<file path="src/rtl/sbm_pkg.sv">
// Shared field widths, register addresses and register layouts for the
// byte-buffered SPI master. Assumes a 5-bit register address space.
package sbm_pkg;
    localparam int DIV_W = 13;
    localparam int CNT_W = 4;
    localparam int SID_W = 2;

    localparam logic [4:0] A_MODE = 5'd0;
    localparam logic [4:0] A_CMD  = 5'd1;
    localparam logic [4:0] A_STAT = 5'd2;
    localparam logic [4:0] A_BUF0 = 5'd16;

    typedef struct packed {
        logic [DIV_W-1:0] div;
        logic             act_high;
        logic             lsb_first;
        logic             late;
        logic             idle_high;
        logic             en;
    } mode_t;

    typedef struct packed {
        logic             hold;
        logic [SID_W-1:0] sel;
        logic [CNT_W-1:0] tx;
        logic [CNT_W-1:0] total;
    } cmd_t;
endpackage

</file>
<file path="src/rtl/sbm_regs.sv">
// Register file: mode, command, status and the byte buffer.
// Assumes the sequencer's receive write never coincides with a host buffer
// write, which holds because host writes are blocked while busy.
module sbm_regs
    import sbm_pkg::*;
#(
    parameter int MAX_BYTES = 9,
    localparam int IW = $clog2(MAX_BYTES)
) (
    input  logic           clk,
    input  logic           rst_n,
    input  logic           reg_wr,
    input  logic [4:0]     reg_addr,
    input  logic [31:0]    reg_wdata,
    input  logic           busy,
    input  logic           rx_we,
    input  logic [IW-1:0]  rx_idx,
    input  logic [7:0]     rx_data,
    output mode_t          mode,
    output cmd_t           cmd,
    output cmd_t           cmd_nx,
    output logic           start,
    output logic [31:0]    rdata,
    output logic [7:0]     bufm [MAX_BYTES]
);
    logic [CNT_W-1:0] tot_in;

    // Decode a command word, clamping the total count.
    always_comb begin
        tot_in        = reg_wdata[CNT_W-1:0];
        cmd_nx.total  = (tot_in > CNT_W'(MAX_BYTES)) ? CNT_W'(MAX_BYTES) : tot_in;
        cmd_nx.tx     = reg_wdata[7:4];
        cmd_nx.sel    = reg_wdata[9:8];
        cmd_nx.hold   = reg_wdata[12];
    end

    assign start = reg_wr && (reg_addr == A_CMD) && !busy && mode.en;

    // Mode register, frozen while a transfer runs.
    always_ff @(posedge clk) begin
        if (!rst_n)
            mode <= '0;
        else if (reg_wr && (reg_addr == A_MODE) && !busy)
            mode <= '{div: reg_wdata[16+DIV_W-1:16], act_high: reg_wdata[4],
                      lsb_first: reg_wdata[3], late: reg_wdata[2],
                      idle_high: reg_wdata[1], en: reg_wdata[0]};
    end

    // Command register, loaded only by an accepted command.
    always_ff @(posedge clk) begin
        if (!rst_n)
            cmd <= '0;
        else if (start)
            cmd <= cmd_nx;
    end

    for (genvar i = 0; i < MAX_BYTES; i++) begin : g_slot
        // One buffer slot: receive data wins, host writes only when idle.
        always_ff @(posedge clk) begin
            if (!rst_n)
                bufm[i] <= '0;
            else if (rx_we && (rx_idx == IW'(i)))
                bufm[i] <= rx_data;
            else if (reg_wr && !busy && (reg_addr == A_BUF0 + 5'(i)))
                bufm[i] <= reg_wdata[7:0];
        end
    end

    // Read multiplexer.
    always_comb begin
        rdata = '0;
        if (reg_addr == A_MODE)
            rdata = {3'b0, mode.div, 11'b0, mode.act_high, mode.lsb_first,
                     mode.late, mode.idle_high, mode.en};
        else if (reg_addr == A_CMD)
            rdata = {19'b0, cmd.hold, 2'b0, cmd.sel, cmd.tx, cmd.total};
        else if (reg_addr == A_STAT)
            rdata = {31'b0, busy};
        else if (reg_addr >= A_BUF0 && reg_addr < A_BUF0 + 5'(MAX_BYTES))
            rdata = {24'b0, bufm[IW'(reg_addr - A_BUF0)]};
    end
endmodule

</file>
<file path="src/rtl/sbm_tick.sv">
// Half-period timer: pulses tick on the last reference cycle of each SCLK
// half period. Assumes run rises together with the start of a transfer.
module sbm_tick #(
    parameter int DIV_W = 13
) (
    input  logic             clk,
    input  logic             rst_n,
    input  logic             run,
    input  logic [DIV_W-1:0] div,
    output logic             tick
);
    logic [DIV_W-1:0] cnt;
    logic [DIV_W-1:0] div_eff;

    assign div_eff = (div == '0) ? DIV_W'(1) : div;
    assign tick    = run && (cnt == div_eff - DIV_W'(1));

    // Count reference cycles within the current half period.
    always_ff @(posedge clk) begin
        if (!rst_n || !run)
            cnt <= '0;
        else if (tick)
            cnt <= '0;
        else
            cnt <= cnt + DIV_W'(1);
    end
endmodule

</file>
<file path="src/rtl/sbm_seq.sv">
// Transfer sequencer: walks 16*T+1 half periods, drives MOSI and SCLK,
// samples MISO into a byte shifter and owns the select state.
// Assumes mode and command stay constant while busy.
module sbm_seq
    import sbm_pkg::*;
#(
    parameter int MAX_BYTES = 9,
    parameter int NUM_SEL   = 4,
    localparam int IW = $clog2(MAX_BYTES),
    localparam int HW = $clog2(16*MAX_BYTES+2)
) (
    input  logic               clk,
    input  logic               rst_n,
    input  logic               start,
    input  mode_t              mode,
    input  cmd_t               cmd,
    input  cmd_t               cmd_nx,
    input  logic               tick,
    input  logic               miso,
    input  logic [7:0]         bufm [MAX_BYTES],
    output logic               busy,
    output logic               sclk,
    output logic               mosi,
    output logic [NUM_SEL-1:0] sel_pins,
    output logic               rx_we,
    output logic [IW-1:0]      rx_idx,
    output logic [7:0]         rx_data
);
    logic [HW-1:0]      h, hn, last_h, nbits, doff, soff, dk, sk;
    logic               drive_slot, sample_slot, drv_bit, first_bit;
    logic [HW-4:0]      dbyte;
    logic [2:0]         dj;
    logic               cs_on;
    logic [SID_W-1:0]   cs_idx;
    logic [7:0]         rx_sh;

    assign last_h      = HW'(cmd.total) << 4;
    assign nbits       = HW'(cmd.total) << 3;
    assign hn          = h + HW'(1);
    assign doff        = hn - HW'(mode.late);
    assign soff        = hn - HW'(1) - HW'(mode.late);
    assign drive_slot  = (hn >= HW'(mode.late)) && !doff[0];
    assign sample_slot = (hn >= HW'(1) + HW'(mode.late)) && !soff[0];
    assign dk          = doff >> 1;
    assign sk          = soff >> 1;
    assign dbyte       = dk[HW-1:3];
    assign dj          = dk[2:0];

    // Value of the next bit to drive, zero past the transmit count.
    always_comb begin
        drv_bit = 1'b0;
        if (dk < nbits && dbyte < (HW-3)'(cmd.tx) && dbyte < (HW-3)'(MAX_BYTES))
            drv_bit = bufm[IW'(dbyte)][mode.lsb_first ? dj : 3'd7 - dj];
        first_bit = 1'b0;
        if (!mode.late && cmd_nx.tx != '0 && cmd_nx.total != '0)
            first_bit = bufm[0][mode.lsb_first ? 3'd0 : 3'd7];
    end

    assign rx_data = mode.lsb_first ? {miso, rx_sh[7:1]} : {rx_sh[6:0], miso};
    assign rx_we   = busy && tick && (h != last_h) && sample_slot && (sk[2:0] == 3'b111);
    assign rx_idx  = IW'(sk >> 3);

    // Main transfer state: half-period count, data out, receive shifter, select.
    always_ff @(posedge clk) begin
        if (!rst_n) begin
            busy   <= 1'b0;
            h      <= '0;
            mosi   <= 1'b0;
            cs_on  <= 1'b0;
            cs_idx <= '0;
            rx_sh  <= '0;
        end else if (start) begin
            busy   <= 1'b1;
            h      <= '0;
            mosi   <= first_bit;
            cs_on  <= 1'b1;
            cs_idx <= cmd_nx.sel;
        end else if (busy && tick) begin
            if (h == last_h) begin
                busy  <= 1'b0;
                h     <= '0;
                mosi  <= 1'b0;
                cs_on <= cmd.hold;
            end else begin
                h <= hn;
                if (drive_slot)
                    mosi <= drv_bit;
                if (sample_slot)
                    rx_sh <= rx_data;
            end
        end else if (!busy && !mode.en) begin
            cs_on <= 1'b0;
        end
    end

    assign sclk = mode.idle_high ^ (busy & h[0]);

    for (genvar i = 0; i < NUM_SEL; i++) begin : g_sel
        assign sel_pins[i] = (cs_on && cs_idx == SID_W'(i)) ? mode.act_high : ~mode.act_high;
    end
endmodule

</file>
<file path="src/rtl/spi_byte_master.sv">
// Top level of the byte-buffered SPI master: register file, half-period
// timer and transfer sequencer. Assumes one select ID field of SID_W bits.
module spi_byte_master
    import sbm_pkg::*;
#(
    parameter int MAX_BYTES = 9,
    parameter int NUM_SEL   = 4,
    localparam int IW = $clog2(MAX_BYTES)
) (
    input  logic               clk,
    input  logic               rst_n,
    input  logic               reg_wr,
    input  logic [4:0]         reg_addr,
    input  logic [31:0]        reg_wdata,
    output logic [31:0]        reg_rdata,
    output logic               busy,
    output logic               sclk,
    output logic               mosi,
    input  logic               miso,
    output logic [NUM_SEL-1:0] spi_sel
);
    mode_t         mode_q;
    cmd_t          cmd_q, cmd_nx;
    logic          start, tick, rx_we;
    logic [IW-1:0] rx_idx;
    logic [7:0]    rx_data;
    logic [7:0]    bufm [MAX_BYTES];

    sbm_regs #(.MAX_BYTES(MAX_BYTES)) u_regs (
        .clk(clk), .rst_n(rst_n), .reg_wr(reg_wr), .reg_addr(reg_addr),
        .reg_wdata(reg_wdata), .busy(busy), .rx_we(rx_we), .rx_idx(rx_idx),
        .rx_data(rx_data), .mode(mode_q), .cmd(cmd_q), .cmd_nx(cmd_nx),
        .start(start), .rdata(reg_rdata), .bufm(bufm)
    );

    sbm_tick #(.DIV_W(DIV_W)) u_tick (
        .clk(clk), .rst_n(rst_n), .run(busy), .div(mode_q.div), .tick(tick)
    );

    sbm_seq #(.MAX_BYTES(MAX_BYTES), .NUM_SEL(NUM_SEL)) u_seq (
        .clk(clk), .rst_n(rst_n), .start(start), .mode(mode_q), .cmd(cmd_q),
        .cmd_nx(cmd_nx), .tick(tick), .miso(miso), .bufm(bufm), .busy(busy),
        .sclk(sclk), .mosi(mosi), .sel_pins(spi_sel), .rx_we(rx_we),
        .rx_idx(rx_idx), .rx_data(rx_data)
    );
endmodule

</file>
<file path="config.mk">
export PLATFORM = sky130hd
export DESIGN_NAME = spi_byte_master
export DESIGN_NICKNAME = d
export VERILOG_FILES = /design/src/rtl/sbm_pkg.sv /design/src/rtl/sbm_regs.sv /design/src/rtl/sbm_tick.sv /design/src/rtl/sbm_seq.sv /design/src/rtl/spi_byte_master.sv
export SDC_FILE = /design/constraint.sdc
export NUM_CORES = 1
export LEC_CHECK = 0
export BUFFER_PORTS_ARGS = -buffer_cell sky130_fd_sc_hd__buf_4
export CAP_MARGIN = 25
export CORE_MARGIN = 3
export CORE_UTILIZATION = 60
export CTS_CLUSTER_SIZE = 30
export DETAILED_ROUTE_END_ITERATION = 8
export PLACE_DENSITY = 0.77
export SYNTH_ARGS = -nofsm -noshare
export SYNTH_HDL_FRONTEND = slang
export SYNTH_SLANG_ARGS = --single-unit
</file>
<file path="constraint.sdc">
create_clock -name clk -period 4.2 [get_ports clk]
set_clock_uncertainty 0.2 [all_clocks]
set_input_delay 1.05 -clock clk [delete_from_list [all_inputs] [get_ports clk]]
set_output_delay 1.05 -clock clk [all_outputs]
set_load 0.02 [all_outputs]
</file>
Word level (Yosys, flattened, before mapping)
Cells that the tools add are included.
- bitwise gates (word level): 8
- add/sub/neg operators: 9
- reductions and logical operators: 73
- order comparisons: 12
- multiplexer cells: 55
- eq/ne operators: 27
- operators with widths (operator ; number):
    two-way mux 8 bit ; 25
    two-way mux 32 bit ; 3
    binary-select mux 8 bit (select 4 bit) ; 2
    equality test 5 bit (second input constant) ; 9
    logical AND 1 bit ; 41
    nonzero test 2 bit ; 11
    two-way mux 1 bit ; 19
    equality test 4 x 3 -> 1 bit (second input constant) ; 4
    subtractor 8 x 1 -> 8 bit ; 2
    greater-or-equal comparator 5 bit (second input constant) ; 3
    adder 13 x 1 -> 13 bit (second input constant) ; 1
    equality test 13 bit ; 1
    logical NOT 13 bit ; 1
    two-way mux 13 bit ; 1
    subtractor 13 x 1 -> 13 bit (second input constant) ; 1
    inverter 4 -> 5 bit ; 2
    adder 8 x 1 -> 8 bit (second input constant) ; 1
    equality test 4 x 2 -> 1 bit (second input constant) ; 2
    equality test 8 bit ; 1
    greater-or-equal comparator 8 x 1 -> 1 bit ; 1
    greater-or-equal comparator 8 bit ; 1
    < comparator 3 x 4 -> 1 bit (second input constant) ; 2
    != test 8 bit ; 1
    nonzero test 4 bit ; 2
    other kinds (32) ; 47
- input port bits: 41
- flip-flop bits (word level): 133
- output and inout port bits: 39

Depth between registers and ports, before layout
- depth in word-level cells: 13
- gate-level depth with buffers: 16
- depth with buffers taken out: 13

Hierarchy
Synthesis repeated with hierarchy kept, for this count alone.
- cells, all modules: 1040
- area total of the unflattened synthesis: 9168.8 µm²
- by module, submodules not included (module ; area an instance (µm²) ; times used ; sequential area each (µm²) ; cells each):
    sbm_regs ; 5345.1 ; 1 ; 2021.9 ; 575
    sbm_seq ; 2665.1 ; 1 ; 420.4 ; 329
    sbm_tick ; 1158.6 ; 1 ; 260.2 ; 136

Worst setup path before layout
OpenSTA, ideal clock, no wires.
- path type: input to output
- start point: input port reg_addr[0]
- end point: output port reg_rdata[6]
- stages: 7
- data arrival time: 2.997 ns
- slack: -0.047 ns
- buffers on the path: 2
- required time: 2.950 ns
- cell sequence: buf_1 clkbuf_1 mux4_2 mux2i_1 nor2_1 a21oi_1 o21ai_0
- cells in the longest elaborated chain, start to end: 9
- elaborated cells between the ends (all ways): 15
- RTL lines (item ; RTL line ; source):
    from (decl) ; spi_byte_master.sv:13 ; input logic [4:0] reg_addr,
    subtractor 4 x 1 -> 4 bit ; sbm_regs.sv:80 ; rdata = {24'b0, bufm[IW'(reg_addr - A_BUF0)]};
    inverter 4 -> 5 bit (not written as such) ; sbm_regs.sv:80 ;
    binary-select mux 8 bit (select 4 bit) ; sbm_regs.sv:80 ;
    two-way mux 8 bit (not written as such) (2 in series) ; sbm_regs.sv:80 ;
    two-way mux 8 bit ; sbm_regs.sv:79 ; else if (reg_addr >= A_BUF0 && reg_addr < A_BUF0 + 5'(MAX_BYTES))
    two-way mux 32 bit ; sbm_regs.sv:77 ; else if (reg_addr == A_STAT)
    two-way mux 32 bit ; sbm_regs.sv:75 ; else if (reg_addr == A_CMD)
    two-way mux 32 bit * ; sbm_regs.sv:72 ; if (reg_addr == A_MODE)
    to (decl) ; spi_byte_master.sv:15 ; output logic [31:0] reg_rdata,
Mark *: on every way between the ends. The rest lies on a longest branch, timed or not. The select of a mux whose other input is x is not followed.

Worst setup path after layout
- start point: input port reg_addr[0]
- end point: output port reg_rdata[0]
The elaborated chain is that of the path after synthesis.

==> metrics.cfg <==
[logic_synthesis]
synth_top_area_share_pct=28.9
ys_top_cells_by_count=dfxtp_1, nand2_1, a21boi_0
synth-seq-cells=133
synthDistinctLibCells=79
synth.largest_area_cell=dfxtp_1
synthArstFlopShare_pct=0
synthTopCellsByArea=dfxtp_1, mux4_2, a21boi_0
ys.flop_type=dfxtp_1
ys_warn_count=0
synth_edf_count=0
yosysMostFrequentCell=dfxtp_1
synth.yosys.seq_area_share_pct=28.9
synth_area_um2=9220
avgSynthCellArea_um2=8.67
synth_cells=1063

[worst_setup_path]
worstPathRequired_ns=2.95
startpoint=reg_addr[0]
end_kind=primary output
worst-r2r-setup-slack_ns=0.20
crit_fanout=13
cp.arrival_ns=2.78
start_kind=input pin
worstSetupPathType=input pin to primary output
worstReg2RegStart=u_regs.mode[6]$_SDFFE_PN0P_

[cells_and_area]
area_growth_pct=15.3
utilization_pct=72.0
drive_gt1_share_pct=19.7
final_nets=1170
antennaDiodeCount=0

[sta]
hold_viol=0
setup_tns_ns=0
relSlewSlack_pct=32.9
setup_viol=0
drv_slew=0
worst_pin_slew_ns=1.01
rsz0062_at_grt=false
fin_crit_ns=4.03
max_freq_ghz=0.248
min_period_over_period_pct=96.0

[floorplanning]
die_width_um=130
dieArea_um2=16900
ios=80
core_um2=14800
start_util_pct=62.5
num_rows=44
die_h_um=130

[hold_path]
hold_path.class=flop to flop
min_from=u_regs.cmd[10]$_SDFFE_PN0P_

[clock_tree]
cts_buffers=17
clk_path_buf_depth=2
cts_hold_buf=0
h-tree-depth=4
cts_tree=yes
clock_latency_ns=0.43
cts_sinks=133
cts-root-buf=clkbuf_16
clk_pin_slew_ns=0.05

[routing]
routedWlPerCell_um=21.7
ant_nets=0
route.detailed.drc=0
via_per_inst=6.62
firstDrtPassIters=7
routed_wl_um=28400
drtIter0Drc=1018
vias=8684

[status]
status=completed

[flow_run]
timing.max_cap.violations=0

[place]
port_buffers=63
gp_congestion=1.01
hpwl_um=19900

[grt]
grt_usage_pct=34.1
grt_pass1_vias=8399
grt-ovfl-total=0
grt_start_max_net_pins=113
grt_pass1_wl_um=44700
antenna_found_initial=0

[power]
p_sw_share_pct=23.0
max-vdd-ir-drop_v=0.000294
p_sw_mw=0.701
intPower_mw=2.35
power_frac_seq_pct=41.8
power_mw=3.05
power_frac_clock_pct=51.9
leakage_nw=3.81
p_comb_share_pct=6.4
p_per_area_nw_per_um2=287

path summary, 6_finish.rpt:
path / endpoint / cells past startpoint
worst min register to register: u_regs.cmd[10]$_SDFFE_PN0P_ / 2
worst max register to register: u_regs.bufm[17]$_SDFFE_PN0P_ / 14
worst min-delay path: u_regs.cmd[10]$_SDFFE_PN0P_ / 2
worst max-delay path: reg_rdata[0] / 8
cell families after synthesis:
kind of cell,Yosys count,synth area share [%]
and+or+nand+nor,388,22.3
adders and majority gates,15,2.04
AOI/OAI and AO/OA,279,22.2
DFF,133,28.9
other,1,0.0407
xor gates and xnor gates,58,6.04
buffers and inverters,110,5.32
muxes,79,13.1
per-layer routing:
| metal | part of all wire, % | vias up | track usage [%] |
|---|---|---|---|
| met2 | 48 | 406 | 56.3 |
| li1 | - | 3988 | - |
| met1 | 40 | 4152 | 41.9 |
| met5 | 0 | - | 0 |
| met3 | 6.8 | 138 | 5.12 |
| met4 | 5.8 | 0 | 21.1 |
repair_timing:
item / in CTS / in global routing
gates resized for setup: 0 / 9
endpoints found under the setup margin: 0 / 99
endpoints found under the hold margin: 0 / 0
buffers inserted: 0 / 2
power groups by stage:
| stage | combinational (mW) | clock (mW) | sequential [mW] |
|---|---|---|---|
| CTS | 0.186 | 1.59 | 1.27 |
| floorplan | 0.122 | 0 | 1.30 |
| finish | 0.194 | 1.58 | 1.27 |
| detailed placement | 0.184 | 0 | 1.30 |
| global route | 0.205 | 1.65 | 1.27 |
| global placement | 0.183 | 0 | 1.30 |
flip-flops by register name, indices dropped and copies added (netlist names):
register / count
u_regs.bufm: 72
u_regs.cmd: 9
u_regs.mode: 18
u_seq.busy: 1
u_seq.cs_idx: 2
u_seq.cs_on: 1
u_seq.h: 8
u_seq.mosi: 1
u_seq.rx_sh: 8
u_tick.cnt: 13
critical path, stage by stage:
cell     delay (ns)
buf_4          0.23
mux4_2         0.57
mux2i_1        0.19
nor2_1         0.06
a21oi_1        0.13
o22ai_1        0.09
mux2_2         0.30
buf_4          0.16
cells in the final DEF, fill, tap and decap left out, types with 5 or more instances in the layout:
cell       instances
mux2_2            14
nand3b_1           7
mux4_2            32
ha_1              13
and3_1            19
nand4_1           10
or3_1              7
a2bb2oi_1         44
a21boi_1           6
nand3_1           60
nand2_1          132
xnor2_1           32
mux2i_1           33
conb_1             8
a21boi_0          87
a21oi_1           22
clkbuf_16         17
nor2b_1           12
o21ai_0           34
nor2_1            60
inv_1             23
a22oi_1           26
dfxtp_1          133
o211ai_1           5
nor4_1             9
and2_1            19
o21a_1            11
nor3_1            12
xor2_1            20
buf_4            108
nand2b_1          10
layout make-up:
| type | instances | area, um^2 |
|---|---|---|
| multi-input combinational | 828 | 6160 |
| fill | 1193 | 4130 |
| sequential | 133 | 2660 |
| timing repair buffer | 111 | 862 |
| clock buffer | 22 | 484 |
| tap | 184 | 230 |
| clock inverter | 10 | 143 |
| inverter | 23 | 86.3 |
metrics by stage:
step	instances	setup WS, ns	instance area (um^2)	hold slack, ns
global route	1311	0.00208	10600	0.300
finish	1311	0.168	10600	0.284
global placement	1276	0.197	9940	0.269
detailed placement	1276	0.166	9940	0.275
CTS	1308	0.0432	10600	0.283
floorplan	1070	0.201	9240	0.244
Power figures use the tool's default switching activity.
